===== src/rtl/dma_chan_pkg.sv =====
package dma_chan_pkg;

  localparam int CTL_W  = 32;
  localparam int CNT_W  = 10;
  localparam int ARB_W  = 4;
  localparam int DATA_W = 32;
  localparam int HI_W   = CTL_W - 14;

  localparam logic [2:0] MODE_STOP  = 3'd0;
  localparam logic [2:0] MODE_BASIC = 3'd1;
  localparam logic [1:0] INC_FIXED  = 2'd3;
  localparam logic [1:0] SIZE_BAD   = 2'd3;

  typedef enum logic [2:0] {
    ST_IDLE,
    ST_WAIT,
    ST_ARB,
    ST_RD,
    ST_WR
  } chanState_e;

  typedef struct packed {
    logic [1:0]       dstInc;
    logic [1:0]       dstSize;
    logic [1:0]       srcInc;
    logic [1:0]       srcSize;
    logic [ARB_W-1:0] arbExp;
  } ctlFields_t;

  typedef struct packed {
    logic load;
    logic itemDone;
  } pathStrobes_t;

  function automatic logic sideOk(input logic [1:0] inc, input logic [1:0] sz);
    return (inc == INC_FIXED) || (inc >= sz);
  endfunction

endpackage


===== src/rtl/dma_chan_path.sv =====
module dma_chan_path
  import dma_chan_pkg::*;
#(
  parameter int ADDR_W = 16
) (
  input  logic               clk,
  input  logic               rstN,
  input  pathStrobes_t       strb,
  input  logic [ADDR_W-1:0]  srcEndIn,
  input  logic [ADDR_W-1:0]  dstEndIn,
  input  logic [CTL_W-1:0]   ctlIn,
  input  logic [DATA_W-1:0]  rdData,
  output ctlFields_t         fields,
  output logic               runnable,
  output logic               cfgError,
  output logic [CNT_W-1:0]   cntRem,
  output logic [ADDR_W-1:0]  rdAddr,
  output logic [ADDR_W-1:0]  wrAddr,
  output logic [DATA_W-1:0]  wrData,
  output logic [1:0]         itemSize,
  output logic [CTL_W-1:0]   ctlOut
);

  localparam int BYTES = DATA_W / 8;

  logic [ADDR_W-1:0] srcEndQ, dstEndQ;
  logic [HI_W-1:0]   ctlHiQ;
  logic              ctlB3Q;
  logic [CNT_W-1:0]  cntRemQ;
  logic [2:0]        modeQ;

  always_ff @(posedge clk) begin
    if (!rstN) begin
      srcEndQ <= '0;
      dstEndQ <= '0;
      ctlHiQ  <= '0;
      ctlB3Q  <= 1'b0;
      cntRemQ <= '0;
      modeQ   <= MODE_STOP;
    end else if (strb.load) begin
      srcEndQ <= srcEndIn;
      dstEndQ <= dstEndIn;
      ctlHiQ  <= ctlIn[CTL_W-1:14];
      ctlB3Q  <= ctlIn[3];
      cntRemQ <= ctlIn[13:4];
      modeQ   <= ctlIn[2:0];
    end else if (strb.itemDone) begin
      if (cntRemQ == '0) modeQ <= MODE_STOP;
      else               cntRemQ <= cntRemQ - 1'b1;
    end
  end

  always_comb begin
    fields.dstInc  = ctlHiQ[17:16];
    fields.dstSize = ctlHiQ[15:14];
    fields.srcInc  = ctlHiQ[13:12];
    fields.srcSize = ctlHiQ[11:10];
    fields.arbExp  = ctlHiQ[ARB_W-1:0];
  end

  logic legalCfg;
  assign legalCfg = (modeQ == MODE_BASIC)
                 && (fields.srcSize == fields.dstSize)
                 && (fields.srcSize != SIZE_BAD)
                 && sideOk(fields.srcInc, fields.srcSize)
                 && sideOk(fields.dstInc, fields.dstSize);

  assign runnable = legalCfg;
  assign cfgError = (modeQ != MODE_STOP) && !legalCfg;
  assign cntRem   = cntRemQ;
  assign itemSize = fields.srcSize;
  assign ctlOut   = {ctlHiQ, cntRemQ, ctlB3Q, modeQ};

  for (genvar s = 0; s < 2; s++) begin : g_side
    logic [ADDR_W-1:0] endP;
    logic [1:0]        incC;
    logic [ADDR_W-1:0] addr;
    assign endP = (s == 0) ? srcEndQ : dstEndQ;
    assign incC = (s == 0) ? fields.srcInc : fields.dstInc;
    assign addr = (incC == INC_FIXED) ? endP : endP - (ADDR_W'(cntRemQ) << incC);
  end
  assign rdAddr = g_side[0].addr;
  assign wrAddr = g_side[1].addr;

  for (genvar b = 0; b < BYTES; b++) begin : g_mask
    assign wrData[8*b +: 8] = (b < (1 << fields.srcSize)) ? rdData[8*b +: 8] : 8'h00;
  end

endmodule


===== src/rtl/dma_chan_ctrl.sv =====
module dma_chan_ctrl
  import dma_chan_pkg::*;
(
  input  logic             clk,
  input  logic             rstN,
  input  logic             cfgLoad,
  input  logic             runnable,
  input  logic [CNT_W-1:0] cntRem,
  input  logic [ARB_W-1:0] arbExp,
  input  logic             reqSingle,
  input  logic             reqBurst,
  input  logic             useBurstOnly,
  input  logic             arbGrant,
  output pathStrobes_t     strb,
  output logic             arbReq,
  output logic             memRdEn,
  output logic             memWrEn,
  output logic             done
);

  localparam int GRP_W = (1 << ARB_W) + 1;

  chanState_e        stateQ;
  logic [GRP_W-1:0]  groupLeftQ;
  logic              doneQ;

  logic             singlePick, lastItem;
  logic [GRP_W-1:0] fullGroup, itemsLeft, burstLen;

  assign singlePick = reqSingle && !useBurstOnly;
  assign lastItem   = (cntRem == '0);
  assign fullGroup  = GRP_W'(1) << arbExp;
  assign itemsLeft  = GRP_W'(cntRem) + 1'b1;
  assign burstLen   = (fullGroup < itemsLeft) ? fullGroup : itemsLeft;

  always_ff @(posedge clk) begin
    if (!rstN) begin
      stateQ     <= ST_IDLE;
      groupLeftQ <= '0;
      doneQ      <= 1'b0;
    end else begin
      doneQ <= 1'b0;
      if (cfgLoad) begin
        stateQ     <= ST_IDLE;
        groupLeftQ <= '0;
      end else begin
        case (stateQ)
          ST_IDLE: if (runnable) stateQ <= ST_WAIT;
          ST_WAIT: begin
            if (!runnable) begin
              stateQ <= ST_IDLE;
            end else if (reqBurst) begin
              stateQ     <= ST_ARB;
              groupLeftQ <= burstLen;
            end else if (singlePick) begin
              stateQ     <= ST_ARB;
              groupLeftQ <= GRP_W'(1);
            end
          end
          ST_ARB:  if (arbGrant) stateQ <= ST_RD;
          ST_RD:   stateQ <= ST_WR;
          ST_WR: begin
            groupLeftQ <= groupLeftQ - 1'b1;
            if (lastItem) begin
              stateQ <= ST_IDLE;
              doneQ  <= 1'b1;
            end else if (groupLeftQ == GRP_W'(1)) begin
              stateQ <= ST_WAIT;
            end else begin
              stateQ <= ST_RD;
            end
          end
          default: stateQ <= ST_IDLE;
        endcase
      end
    end
  end

  assign strb.load     = cfgLoad;
  assign strb.itemDone = (stateQ == ST_WR);
  assign memRdEn       = (stateQ == ST_RD);
  assign memWrEn       = (stateQ == ST_WR);
  assign arbReq        = (stateQ == ST_ARB) || (stateQ == ST_RD) || (stateQ == ST_WR);
  assign done          = doneQ;

  assert_rd_then_wr_R12: assert property (@(posedge clk) disable iff (!rstN)
    (memRdEn && !cfgLoad) |=> memWrEn);

  assert_done_single_R11: assert property (@(posedge clk) disable iff (!rstN)
    done |=> !done);

  assert_rd_owned_R7: assert property (@(posedge clk) disable iff (!rstN)
    (memRdEn || memWrEn) |-> arbReq);

  assert_burst_only_R9: assert property (@(posedge clk) disable iff (!rstN)
    (stateQ == ST_ARB && $past(stateQ) == ST_WAIT && $past(useBurstOnly)) |-> $past(reqBurst));

endmodule


===== src/rtl/dma_basic_chan.sv =====
module dma_basic_chan
  import dma_chan_pkg::*;
#(
  parameter int ADDR_W = 16
) (
  input  logic              clk,
  input  logic              rstN,
  input  logic              cfgLoad,
  input  logic [ADDR_W-1:0] srcEndPtr,
  input  logic [ADDR_W-1:0] dstEndPtr,
  input  logic [31:0]       ctlWord,
  input  logic              useBurstOnly,
  input  logic              reqSingle,
  input  logic              reqBurst,
  output logic              arbReq,
  input  logic              arbGrant,
  output logic              memRdEn,
  output logic [ADDR_W-1:0] memRdAddr,
  input  logic [31:0]       memRdData,
  output logic              memWrEn,
  output logic [ADDR_W-1:0] memWrAddr,
  output logic [31:0]       memWrData,
  output logic [1:0]        memSize,
  output logic              done,
  output logic              cfgError,
  output logic [31:0]       ctlStatus
);

  pathStrobes_t     strb;
  ctlFields_t       fields;
  logic             runnable;
  logic [CNT_W-1:0] cntRem;

  dma_chan_ctrl u_ctrl (
    .clk          (clk),
    .rstN         (rstN),
    .cfgLoad      (cfgLoad),
    .runnable     (runnable),
    .cntRem       (cntRem),
    .arbExp       (fields.arbExp),
    .reqSingle    (reqSingle),
    .reqBurst     (reqBurst),
    .useBurstOnly (useBurstOnly),
    .arbGrant     (arbGrant),
    .strb         (strb),
    .arbReq       (arbReq),
    .memRdEn      (memRdEn),
    .memWrEn      (memWrEn),
    .done         (done)
  );

  dma_chan_path #(.ADDR_W(ADDR_W)) u_path (
    .clk      (clk),
    .rstN     (rstN),
    .strb     (strb),
    .srcEndIn (srcEndPtr),
    .dstEndIn (dstEndPtr),
    .ctlIn    (ctlWord),
    .rdData   (memRdData),
    .fields   (fields),
    .runnable (runnable),
    .cfgError (cfgError),
    .cntRem   (cntRem),
    .rdAddr   (memRdAddr),
    .wrAddr   (memWrAddr),
    .wrData   (memWrData),
    .itemSize (memSize),
    .ctlOut   (ctlStatus)
  );

  assert_err_idle_R6: assert property (@(posedge clk) disable iff (!rstN)
    cfgError |-> (!memRdEn && !memWrEn && !arbReq));

  assert_done_status_R11: assert property (@(posedge clk) disable iff (!rstN)
    done |-> (ctlStatus[2:0] == 3'd0 && ctlStatus[13:4] == 10'd0));

endmodule


===== config.mk =====
export PLATFORM = sky130hd
export DESIGN_NAME = dma_basic_chan
export DESIGN_NICKNAME = d
export VERILOG_FILES = /design/src/rtl/dma_chan_pkg.sv /design/src/rtl/dma_chan_path.sv /design/src/rtl/dma_chan_ctrl.sv /design/src/rtl/dma_basic_chan.sv
export SDC_FILE = /design/constraint.sdc
export NUM_CORES = 1
export LEC_CHECK = 0
export BUFFER_PORTS_ARGS = -buffer_cell sky130_fd_sc_hd__buf_4
export CAP_MARGIN = 20
export CORE_MARGIN = 2
export CORE_UTILIZATION = 30
export CTS_CLUSTER_DIAMETER = 30
export CTS_CLUSTER_SIZE = 28
export DETAILED_ROUTE_END_ITERATION = 7
export SYNTH_ARGS = -nofsm -noshare
export SYNTH_HDL_FRONTEND = slang
export SYNTH_SLANG_ARGS = --single-unit

===== constraint.sdc =====
create_clock -name clk -period 4 [get_ports clk]
set_input_delay 0.8 -clock clk [delete_from_list [all_inputs] [get_ports clk]]
set_output_delay 0.8 -clock clk [all_outputs]
set_load 0.005 [all_outputs]

# After elaboration in Yosys (flattened, before gate mapping)
# Cells that the tools add are included.
word_totals:
  register_bits: 85
  inputBits: 103
  out_inout_bits: 103
  word_cells: 93
classes:
  n_addsub: 5
  n_lt_le_gt_ge: 7
  n_eq_ne: 16
  n_shift: 4
  n_mux: 26
  n_bitwise: 2
  n_reduce_logical: 24
op_table:
  columns: ["operator", "n"]
  rows:
  - ["$mux W17", 4]
  - ["$lt A3 B32 Y1 const A", 2]
  - ["$pmux W17 S2", 1]
  - ["$lt A1 B32 Y1 const A", 1]
  - ["$lt A2 B32 Y1 const A", 1]
  - ["$mux W16", 2]
  - ["$mux W8", 4]
  - ["$shl A1 B2 Y32 const A", 1]
  - ["$shl A10 B2 Y16", 2]
  - ["$sub A16 B16 Y16", 2]
  - ["$mux W10", 3]
  - ["$mux W3", 9]
  - ["$eq A17 B1 Y1 const B", 1]
  - ["$lt A17 B17 Y1", 1]
  - ["$shl A1 B4 Y17 const A", 1]
  - ["$sub A17 B1 Y17 const B", 1]
  - ["$pmux W3 S5", 1]
  - ["$add A10 B1 Y11 const B", 1]
  - ["$logic_not A10 Y1", 1]
  - ["$sub A10 B1 Y10 const B", 1]
  - ["$eq A3 B1 Y1 const B", 2]
  - ["$eq A3 B2 Y1 const B", 2]
  - ["$logic_and A1 B1 Y1", 6]
  - ["$ne A2 B2 Y1 const B", 3]
  - ["other kinds (19)", 31]

# Logic depth before layout (Yosys ltp)
# Gate-level depths: netlist (run 1).
depth:
  word_depth: 7
  mapped_depth: 12
  depth_no_buf: 11

# Modules after synthesis
# A second synthesis (run 1) with hierarchy kept.
unflattened:
  cells_unflattened: 942
  hier_area_um2: 7437.1
by_module_without_submodules:
  columns: ["mod", "n_inst", "cells_per_inst", "area_each_um2", "seq_area_each_um2"]
  rows:
  - ["dma_chan_path", 1, 664, 5298.8, 1281.2]
  - ["dma_chan_ctrl", 1, 278, 2138.3, 420.4]

# Least setup slack after synthesis (run 1)
# OpenSTA, ideal clock, no wires.
synth_timing:
  kind: "reg-to-output"
  startpoint: "reg u_path.ctlHiQ[17]"
  endpoint: "out memWrAddr[11]"
  arrival_ps: 2898
  required_ps: 3200
  slack_ps: 302
  stages_incl_launch_ff: 11
  n_path_buf: 2
  path_cell_list: "dfxtp_1 -> buf_6 -> clkbuf_1 -> mux4_2 -> inv_1 -> ha_1 -> a2111oi_2 -> a211oi_1 -> or4_1 -> a2111oi_1 -> a21o_1"
synth_via:
  elab_chain_len: 3
  elab_cells_between_ends: 4
  classes_between: "add/sub: 1; eq/ne: 1; shift: 1; mux: 1"
synth_rtl:
  columns: ["element", "line_no", "rtl"]
  rows:
  - ["start, declared", "dma_chan_path.sv:27", "logic [HI_W-1:0] ctlHiQ;"]
  - ["start signal, assigned", "dma_chan_path.sv:43", "ctlHiQ <= ctlIn[CTL_W-1:14];"]
  - ["$shl A10 B2 Y16", "dma_chan_path.sv:80", "assign addr = (incC == INC_FIXED) ? endP : endP - (ADDR_W'(cntRemQ) << incC);"]
  - ["$sub A16 B16 Y16", "dma_chan_path.sv:80", null]
  - ["$mux W16 (*)", "dma_chan_path.sv:80", null]
  - ["end, declared", "dma_basic_chan.sv:21", "output logic [ADDR_W-1:0] memWrAddr,"]
# Mark *: on every way between the ends. The rest lies on a longest branch, timed or not.

# Worst setup path in the final report (run 1)
layout_timing:
  startpoint: "reg u_path.ctlHiQ[16]"
  endpoint: "out memWrAddr[11]"
# Same word-level chain as after synthesis.

==> metrics.cfg, run 1 <==
[power]
ir_worst_vdd_uv=218
totalPowerFinal_uw=3040
leakagePower_uw=0.00420
seqPwrFrac=0.308
comb_power_share=0.350
switching_share=0.315
p_int_uw=2080
power.density_mw_per_mm2=333
p_clk_frac=0.342
switchingPower_uw=956

[yosys]
ys_warn_count=0
synth_cell_types=72
syn_avg_cell_area_um2=7.98
synth_area_leaders=dfxtp_1 (25%), mux2i_1 (9.4%), ha_1 (8.0%)
ys_seq_area_frac=0.246
synth_top_area_frac=0.246
synthCells=867
syn-num-nets=1016
synth-edff-count=0
synth-seq-cells=85
synth_top_cell_by_area=dfxtp_1
synthArstFlopShare=0
synth_area_mm2=0.00692
synthFlopType=dfxtp_1

[sta]
fin_crit_ns=3.95
rsz0062_at_grt=true
max_freq_mhz=253
slew_headroom=0.298
finalHoldViolCount=0
slew_violations=0
skew_ns=0.00807
setup-violations-final=0
period_share=0.987
tightest_slew_ns=1.05

[floorplanning]
rows=55
core-area_mm2=0.0226
dieWidth_um=156
boundaryPins=206
die-area_mm2=0.0243
die_y_um=156
start_util=0.306

[route]
vias=6710
drtAntennaViolNets=0
wl_mm=21.4
first_iter_violations=371
drc=0
route.detailed.wl_per_inst_um=16.1
routed_via_density=5.06
drt_pre_antenna_iters=4

[clock_network]
root_buffer=clkbuf_16
cts-htree-levels=3
cts_tree=built
path_clk_slew_ns=0.07
clock_sinks=85
clk_latency_ns=0.36
numCtsBuffers=9
ctsHoldBuffers=0
clk_path_buf_depth=2

[critical_path]
worst-endpoint-arrival_ns=3.15
worstPathRequired_ns=3.20
worst_setup_path_end_kind=output pin
critPathMaxFanout=5
startpoint_type=flip-flop
path_class=reg2out

[cells_and_area]
final_common_cell=buf_4
drive_above_1_share=0.265
final_area_mm2=0.00911
diodes=0
nNetsFinal=1184
area_growth_pct=31.7
layout_common_cells=buf_4 (215), dfxtp_1 (81), nor2b_1 (74)

[outcome]
status=finished, final reports clean

[grt]
grt.overflow.total=0
grt_max_degree=67
antenna_found_initial=0
grt_first_pass_wirelength_mm=33.8
grt.total_usage=0.175
grt_pass1_vias=6358

[run]
maxCapViolCount=0

[placement]
post-dp-hpwl_mm=16.2
io_buffers=189
place_area_mm2=0.00863
place_congestion=0.856

[hold_path]
min_path_type=reg2reg

metal layers:
layer  vias up  part of all wire  GRT usage
met3        25             0.048     0.0333
li1       3410                 -          -
met5         -                 0          0
met2       136              0.47      0.281
met1      3139              0.46      0.233
met4         0             0.022     0.0620
sequential cells by signal, summed over array words and instances (netlist names):
name / cells
u_path.cntRem: 10
u_ctrl.done: 1
u_path.dstEndQ: 16
u_path.g_side.endP: 16
u_ctrl.stateQ: 3
u_path.ctlHiQ: 18
u_ctrl.groupLeftQ: 17
u_path.modeQ: 3
u_path.ctlB3Q: 1
power groups by stage:
stage | clock (uW) | sequential, uW | combinational (uW)
after global routing | 1090 | 943 | 1180
after floorplan | 0 | 934 | 607
final | 1040 | 936 | 1060
after CTS | 1060 | 935 | 1040
after detailed placement | 0 | 953 | 1020
after global placement | 0 | 953 | 1020
Yosys cell counts, drive strengths merged (5+ instances only):
cell      n
dfxtp    85
nor2b    74
mux2i    65
a21oi    58
nor2     57
nand2    53
clkbuf   44
ha       44
inv      42
o21ai    42
nor3     26
xor2     25
and2     24
buf      18
nand2b   17
a211oi   15
nand3    15
xnor2    14
and3     13
a31oi    10
nor4     10
mux2      7
o211a     7
a211o     6
a21o      6
nand3b    6
nand4     5
o2111ai   5
o21a      5
o22ai     5
o31ai     5
worst paths after layout:
| path | startpoint | end | slack [ns] | depth (start not counted) |
|---|---|---|---|---|
| worst min register to register | u_ctrl.groupLeftQ[11] | u_ctrl.groupLeftQ[11] | 0.49 | 1 |
| worst min-delay path | u_ctrl.groupLeftQ[11] | u_ctrl.groupLeftQ[11] | 0.49 | 1 |
| worst max register to register | u_path.cntRem[0] | u_ctrl.groupLeftQ[9] | 0.65 | 13 |
| worst max-delay path | u_path.ctlHiQ[16] | memWrAddr[11] | 0.05 | 9 |
repair_timing:
action,in CTS,in global routing
pin swaps,0,7
setup buffers,0,2
endpoints found under the setup margin,5,12
resized for setup,6,20
cells by family (layout without fill, tap and decap cells):
group                    count (synthesis)  in the layout  share of synthesized area
multiplexers                            76             76                      0.118
flip-flops                              85             85                      0.246
buffers and inverters                  104            277                     0.0627
AND/OR/NAND/NOR                        325            325                      0.254
adder cells (fa/ha/maj)                 46             46                     0.0854
XOR/XNOR                                39             39                     0.0494
AO/OA/AOI/OAI                          192            192                      0.184
per-stage QoR:
| stage | util | setup TNS (ns) | cells | hold WS [ns] | setup slack (ns) |
|---|---|---|---|---|---|
| 2_1_floorplan | - | 0 | 867 | 0.438 | 0.302 |
| 3_3_place_gp | 0.381 | 0 | 1307 | 0.461 | 0.321 |
| 3_5_place_dp | 0.381 | 0 | 1307 | 0.464 | 0.270 |
| 4_1_cts | 0.398 | 0 | 1323 | 0.477 | 0.00164 |
| 5_1_grt | 0.402 | -0.110 | 1325 | 0.510 | -0.110 |
| 6_report | 0.402 | 0 | 1325 | 0.488 | 0.0513 |
worst max-delay path, stage by stage (launching register included):
cell       delay (ns)
dfxtp_2          0.36
mux4_2           0.50
inv_1            0.08
ha_2             0.31
a2111oi_4        0.35
a211oi_2         0.15
or4_4            0.51
a2111oi_4        0.29
a21o_1           0.13
buf_4            0.10
layout make-up:
cell class	instances	area, um2
multi-input combinational	678	4870
fill	2332	13500
inverter	42	158
clock inverter	6	119
sequential	85	1710
tap	285	357
clock buffer	10	239
timing repair buffer	219	1660
No activity file was read; power rests on OpenSTA's default activity.
==> run 2, diff against run 1 <==
--- a/config.mk
+++ b/config.mk
@@ -7,7 +7,6 @@
 export LEC_CHECK = 0
 export BUFFER_PORTS_ARGS = -buffer_cell sky130_fd_sc_hd__buf_4
 export CAP_MARGIN = 20
-export CORE_MARGIN = 2
 export CORE_UTILIZATION = 30
 export CTS_CLUSTER_DIAMETER = 30
 export CTS_CLUSTER_SIZE = 28
==> metrics.cfg, run 2 (synthesized netlist as in run 1, its figures left out) <==
[placement]
dp_slack_ns=0.287
place_congestion=0.852
post-dp-hpwl_mm=15.9
io_buffers=189
dp.cells=1303

[cells_and_area]
area_growth_pct=30.6
final_common_cell=buf_4
drive_above_1_share=0.264
seq_area_mm2=0.00171
stdcell_count=1322
layout_common_cells=buf_4 (211), dfxtp_1 (79), nor2b_1 (74)
nNetsFinal=1180
n_fill_cell=2277
largest_reg_flops=18
fin_util=0.399
largest_register=u_path.ctlHiQ
multi_input_area_mm2=0.00489
top_regs=u_path.ctlHiQ (18), u_ctrl.groupLeftQ (17)

[route]
drc=0
drt_pre_antenna_iters=5
vias=6612
routed_via_density=5.00
wl_mm=20.9
first_iter_violations=377
drtAntennaViolNets=0
route.detailed.wl_per_inst_um=15.8

[grt]
antenna_found_initial=1
grt_max_degree=65
grt_first_pass_wirelength_mm=33.5
grt.overflow.total=0
grt_pass1_vias=6445
grt.total_usage=0.178

[hold_path]
hold-path-endpoint=u_ctrl.groupLeftQ[12]
min-delay-start=u_ctrl.groupLeftQ[12]
min_path_type=reg2reg
hold_depth=2

[clock_network]
cts_tree=built
cts-htree-levels=3
path_clk_slew_ns=0.06
clk_path_buf_depth=2
clk_latency_ns=0.35
clock_sinks=85
root_buffer=clkbuf_16
numCtsBuffers=9

[run]
maxCapViolCount=0

[power]
comb_power_share=0.377
switching_share=0.330
p_clk_frac=0.291
p_int_uw=1890
seqPwrFrac=0.332
power.density_mw_per_mm2=312
ir_worst_vdd_uv=201
switchingPower_uw=931
leakagePower_uw=0.00414

[floorplanning]
start_util=0.306
die-area_mm2=0.0237
rows=55
die_y_um=154
dieWidth_um=154
boundaryPins=206
core-area_mm2=0.0226

[sta]
rsz0062_at_grt=false
setup-violations-final=0
period_share=0.960
skew_ns=0.0108
finalHoldViolCount=0
max_freq_mhz=260
slew_violations=0
fin_crit_ns=3.84
tightest_slew_ns=1.05
whs_ns=0.485
setup_slack_ns=0.160
slew_headroom=0.299

[outcome]
status=finished, final reports clean

[critical_path]
crit_buf_inv=3
cp_slowest_stage_delay_ns=0.47
critical_path.cell_chain=buf_4 -> mux4_2 -> inv_1 -> ha_1 -> a2111o_1 -> o21ai_1 -> nand2_1 -> a21oi_1 -> xor2_1 -> buf_4
reg2reg_depth=13
cpMostUsedCell=buf_4
worstPathRequired_ns=3.20
worst_setup_path_end_kind=output pin
path_class=reg2out
critPathMaxFanout=11
r2r_slack_ns=0.73
startpoint_type=flip-flop
timing.rr.end=u_ctrl.groupLeftQ[8]
cpLargestDelayFamily=compound AO/OA/AOI/OAI gates
slowest_stage=mux4_2
rr_startpoint=u_path.cntRem[0]
worst-endpoint-arrival_ns=3.04

-- run 2: how the worst max path moves through the flow --
stage / startpoint / to / slack (ns) / cells past startpoint
2_1_floorplan: u_path.ctlHiQ[17] / memWrAddr[11] / 0.30 / 10
3_3_place_gp: u_path.ctlHiQ[16] / memWrAddr[11] / 0.32 / 13
3_5_place_dp: u_path.ctlHiQ[16] / memWrAddr[11] / 0.29 / 13
4_1_cts: u_path.ctlHiQ[16] / memWrAddr[11] / -0.01 / 9
5_1_grt: u_path.cntRem[0] / memRdAddr[12] / 0.01 / 12
6_report: u_path.cntRem[4] / memRdAddr[15] / 0.16 / 10
-- run 2: through the flow --
step | total power [uW] | cell area [um2] | TNS (ns)
after CTS | 2820 | 8930 | -0.0135
final | 2820 | 9030 | 0
after global routing | 3000 | 9030 | 0
after global placement | 1970 | 8600 | 0
after detailed placement | 1970 | 8600 | 0
after floorplan | 1540 | 6920 | 0
-- run 2: power by group through the flow --
| stage | clock network, uW | registers [uW] | logic [uW] |
|---|---|---|---|
| after CTS | 848 | 935 | 1040 |
| after detailed placement | 0 | 953 | 1020 |
| after floorplan | 0 | 934 | 607 |
| final | 820 | 936 | 1060 |
| after global routing | 879 | 944 | 1180 |
| after global placement | 0 | 953 | 1010 |
-- run 2: per-layer routing --
layer	up-vias	GRT usage	part of all wire
met1	3021	0.227	0.46
met3	30	0.0403	0.055
li1	3408	-	-
met4	0	0.0576	0.022
met5	-	0	0
met2	153	0.295	0.46
-- run 2: final cells by class --
class / instances / area share
multi-input combinational: 678 / 0.542
sequential: 85 / 0.189
timing repair buffer: 215 / 0.181
tap: 285 / 0.0395
clock buffer: 11 / 0.0269
inverter: 42 / 0.0174
clock inverter: 5 / 0.00374
antenna: 1 / 0.000277
-- run 2: repair_timing --
item,CTS,global route
hold buffers,0,0
gates resized for setup,13,20
pin swaps,2,6
setup endpoints to repair,7,12
setup buffers,1,1
-- run 2: tightest hold or removal path, stage by stage (launching register included) --
cell,delay [ns]
dfxtp_1,0.31
o21ai_0,0.07
a21oi_1,0.06
==> run 3, diff against run 2 <==
--- a/config.mk
+++ b/config.mk
@@ -5,6 +5,7 @@
 export SDC_FILE = /design/constraint.sdc
 export NUM_CORES = 1
 export LEC_CHECK = 0
+export ABC_AREA = 1
 export BUFFER_PORTS_ARGS = -buffer_cell sky130_fd_sc_hd__buf_4
 export CAP_MARGIN = 20
 export CORE_UTILIZATION = 30
==> metrics.cfg, run 3 <==
[run]
maxCapViolCount=0

[clock_network]
clk_path_buf_depth=2
cts-resized-gates=0
path_clk_slew_ns=0.07
clk_latency_ns=0.34
cts-htree-levels=3
clock_sinks=85
cts_tree=built
ctsHoldBuffers=0
post-cts-setup-buffer-count=0
numCtsBuffers=9
root_buffer=clkbuf_16

[outcome]
status=finished, final reports clean

[route]
wl_mm=22.3
drc=0
route.detailed.wl_per_inst_um=14.4
drtAntennaViolNets=0
routed_via_density=4.81
drt_pre_antenna_iters=5
vias=7434
first_iter_violations=372

[grt]
grt_max_degree=61
grt.total_usage=0.190
grt_first_pass_wirelength_mm=35.9
antenna_found_initial=1
grt.overflow.total=0
grt_pass1_vias=7094

[yosys]
synth-seq-cells=85
ys_seq_area_frac=0.246
synth_top_family_by_area=simple AND/OR/NAND/NOR gates
synthCells=1099
synthArstFlopShare=0
synth_top_cell_by_area=dfxtp_1
synth_area_leaders=dfxtp_1 (25%), nand2_1 (13%), o21ai_0 (9.4%)
synthFlopType=dfxtp_1
synth_cell_types=45
syn-num-nets=1248
syn_avg_cell_area_um2=6.29
synth-xor-area-share=0.0380
yosys.area_share.simple=0.312
synth_compound_area_frac=0.195
synth-edff-count=0
synth_top_area_frac=0.246
yosys-top-cells-count=nand2_1 (232), nor2_1 (153), o21ai_0 (130), inv_1 (109), dfxtp_1 (85)
muxShareOfSynthArea=0.0145
synth_area_mm2=0.00691
synthAdderAreaFrac=0.0855
yosysMostFrequentCell=nand2_1
ys_warn_count=0

[sta]
fin_crit_ns=3.77
slew_violations=0
tightest_slew_ns=0.779
max_freq_mhz=265
rsz0062_at_grt=false
skew_ns=0.00481
slew_headroom=0.479
period_share=0.942
setup-violations-final=0
setup-tns-final_ns=0
finalHoldViolCount=0

[cells_and_area]
nNetsFinal=1405
largest_register=u_path.ctlHiQ
area_growth_pct=27.8
stdcell_count=1547
drive_above_1_share=0.220
final_common_cell=nand2_1
top_regs=u_path.ctlHiQ (18), u_ctrl.groupLeftQ (17)
largest_reg_flops=18
layout_common_cells=nand2_1 (232), buf_4 (199), nor2_1 (153)
n_fill_cell=2407

[floorplanning]
start_util=0.305
die-area_mm2=0.0236
die_y_um=154
dieWidth_um=154
boundaryPins=206
rows=55
core-area_mm2=0.0226

[critical_path]
reg2reg_depth=17
path_class=reg2out
worst-endpoint-arrival_ns=2.97
r2r_slack_ns=1.11
startpoint_type=flip-flop
rr_startpoint=u_path.cntRem[1]
timing.rr.end=u_ctrl.groupLeftQ[0]
crit_end=memWrAddr[11]
worstPathRequired_ns=3.20
critPathMaxFanout=9
worst_setup_path_end_kind=output pin
critPathLaunch=u_path.cntRem[5]

[power]
switchingPower_uw=1050
power.density_mw_per_mm2=341
ir_worst_vdd_uv=242
switching_share=0.349
leakagePower_uw=0.00442
p_int_uw=1960
p_clk_frac=0.305
comb_power_share=0.380
seqPwrFrac=0.315

[placement]
post-dp-hpwl_mm=17.3
dp.cells=1530
io_buffers=189
place_congestion=0.885

[hold_path]
min_path_type=reg2reg

run 3: changes by cell type after synthesis, sizes merged, moves of 23 or more:
cell / previous run / this run
a21oi: 58 / 91
nand2: 53 / 244
nor2: 57 / 158
mux2i: 65 / 10
nand3: 15 / 51
nor2b: 74 / 0
o21ai: 42 / 140
inv: 42 / 122
and2: 24 / 1
run 3: critical path, cell delays in order, from the launching register on:
cell	delay [ns]
dfxtp_1	0.49
inv_2	0.16
o21ai_0	0.28
mux2i_1	0.15
ha_1	0.35
inv_1	0.08
nor3_1	0.25
nand3_1	0.13
nand3_1	0.15
nor2_1	0.06
o31ai_1	0.35
buf_4	0.18
run 3: how the worst min path moves through the flow:
stage                               start               endpoint  slack, ns  depth (start not counted)
floorplan           u_ctrl.groupLeftQ[14]  u_ctrl.groupLeftQ[14]       0.45                          2
global placement    u_ctrl.groupLeftQ[16]  u_ctrl.groupLeftQ[16]       0.47                          2
detailed placement  u_ctrl.groupLeftQ[14]  u_ctrl.groupLeftQ[14]       0.47                          2
CTS                 u_ctrl.groupLeftQ[14]  u_ctrl.groupLeftQ[14]       0.49                          2
global route        u_ctrl.groupLeftQ[14]  u_ctrl.groupLeftQ[14]       0.52                          2
finish              u_ctrl.groupLeftQ[14]  u_ctrl.groupLeftQ[14]       0.49                          2
run 3: power groups by stage:
stage               logic [uW]  registers (uW)  clock network, uW
finish                    1150             948                920
global route              1290             955                982
CTS                       1150             947                949
detailed placement        1140             966                  0
global placement          1140             965                  0
floorplan                  683             947                  0
run 3: metal layers:
metal / share of wire / wire length [um] / vias up / track usage
li1: - / - / 3886 / -
met4: 0.024 / 525 / 0 / 0.0671
met1: 0.45 / 10100 / 3328 / 0.243
met2: 0.47 / 10400 / 190 / 0.319
met3: 0.054 / 1200 / 30 / 0.0369
met5: 0 / 0 / - / 0
run 3: cell type report:
cell class	count	area [um2]	area share
sequential	85	1710	0.194
antenna	1	2.50	0.000283
clock buffer	10	229	0.0259
tap	285	357	0.0404
inverter	124	475	0.0538
timing repair buffer	200	1510	0.171
multi-input combinational	836	4460	0.505
clock inverter	6	87.6	0.00991
run 3: cells by family after synthesis:
logic type      count (synthesis)
xor+xnor                       30
flops                          85
compound gates                252
simple gates                  498
mux                            10
fa+ha+maj                      46
buf+inv                       178
run 3: per-stage QoR:
step           utilization  setup slack, ns  hold slack (ns)  total power (uW)  instance area, um2
2_1_floorplan            -            0.763            0.452              1630                6910
3_3_place_gp         0.376            0.503            0.472              2100                8500
3_5_place_dp         0.376            0.467            0.475              2110                8500
4_1_cts              0.390           0.0779            0.486              3050                8820
5_1_grt              0.390           0.0197            0.524              3220                8830
6_report             0.390            0.231            0.486              3010                8830
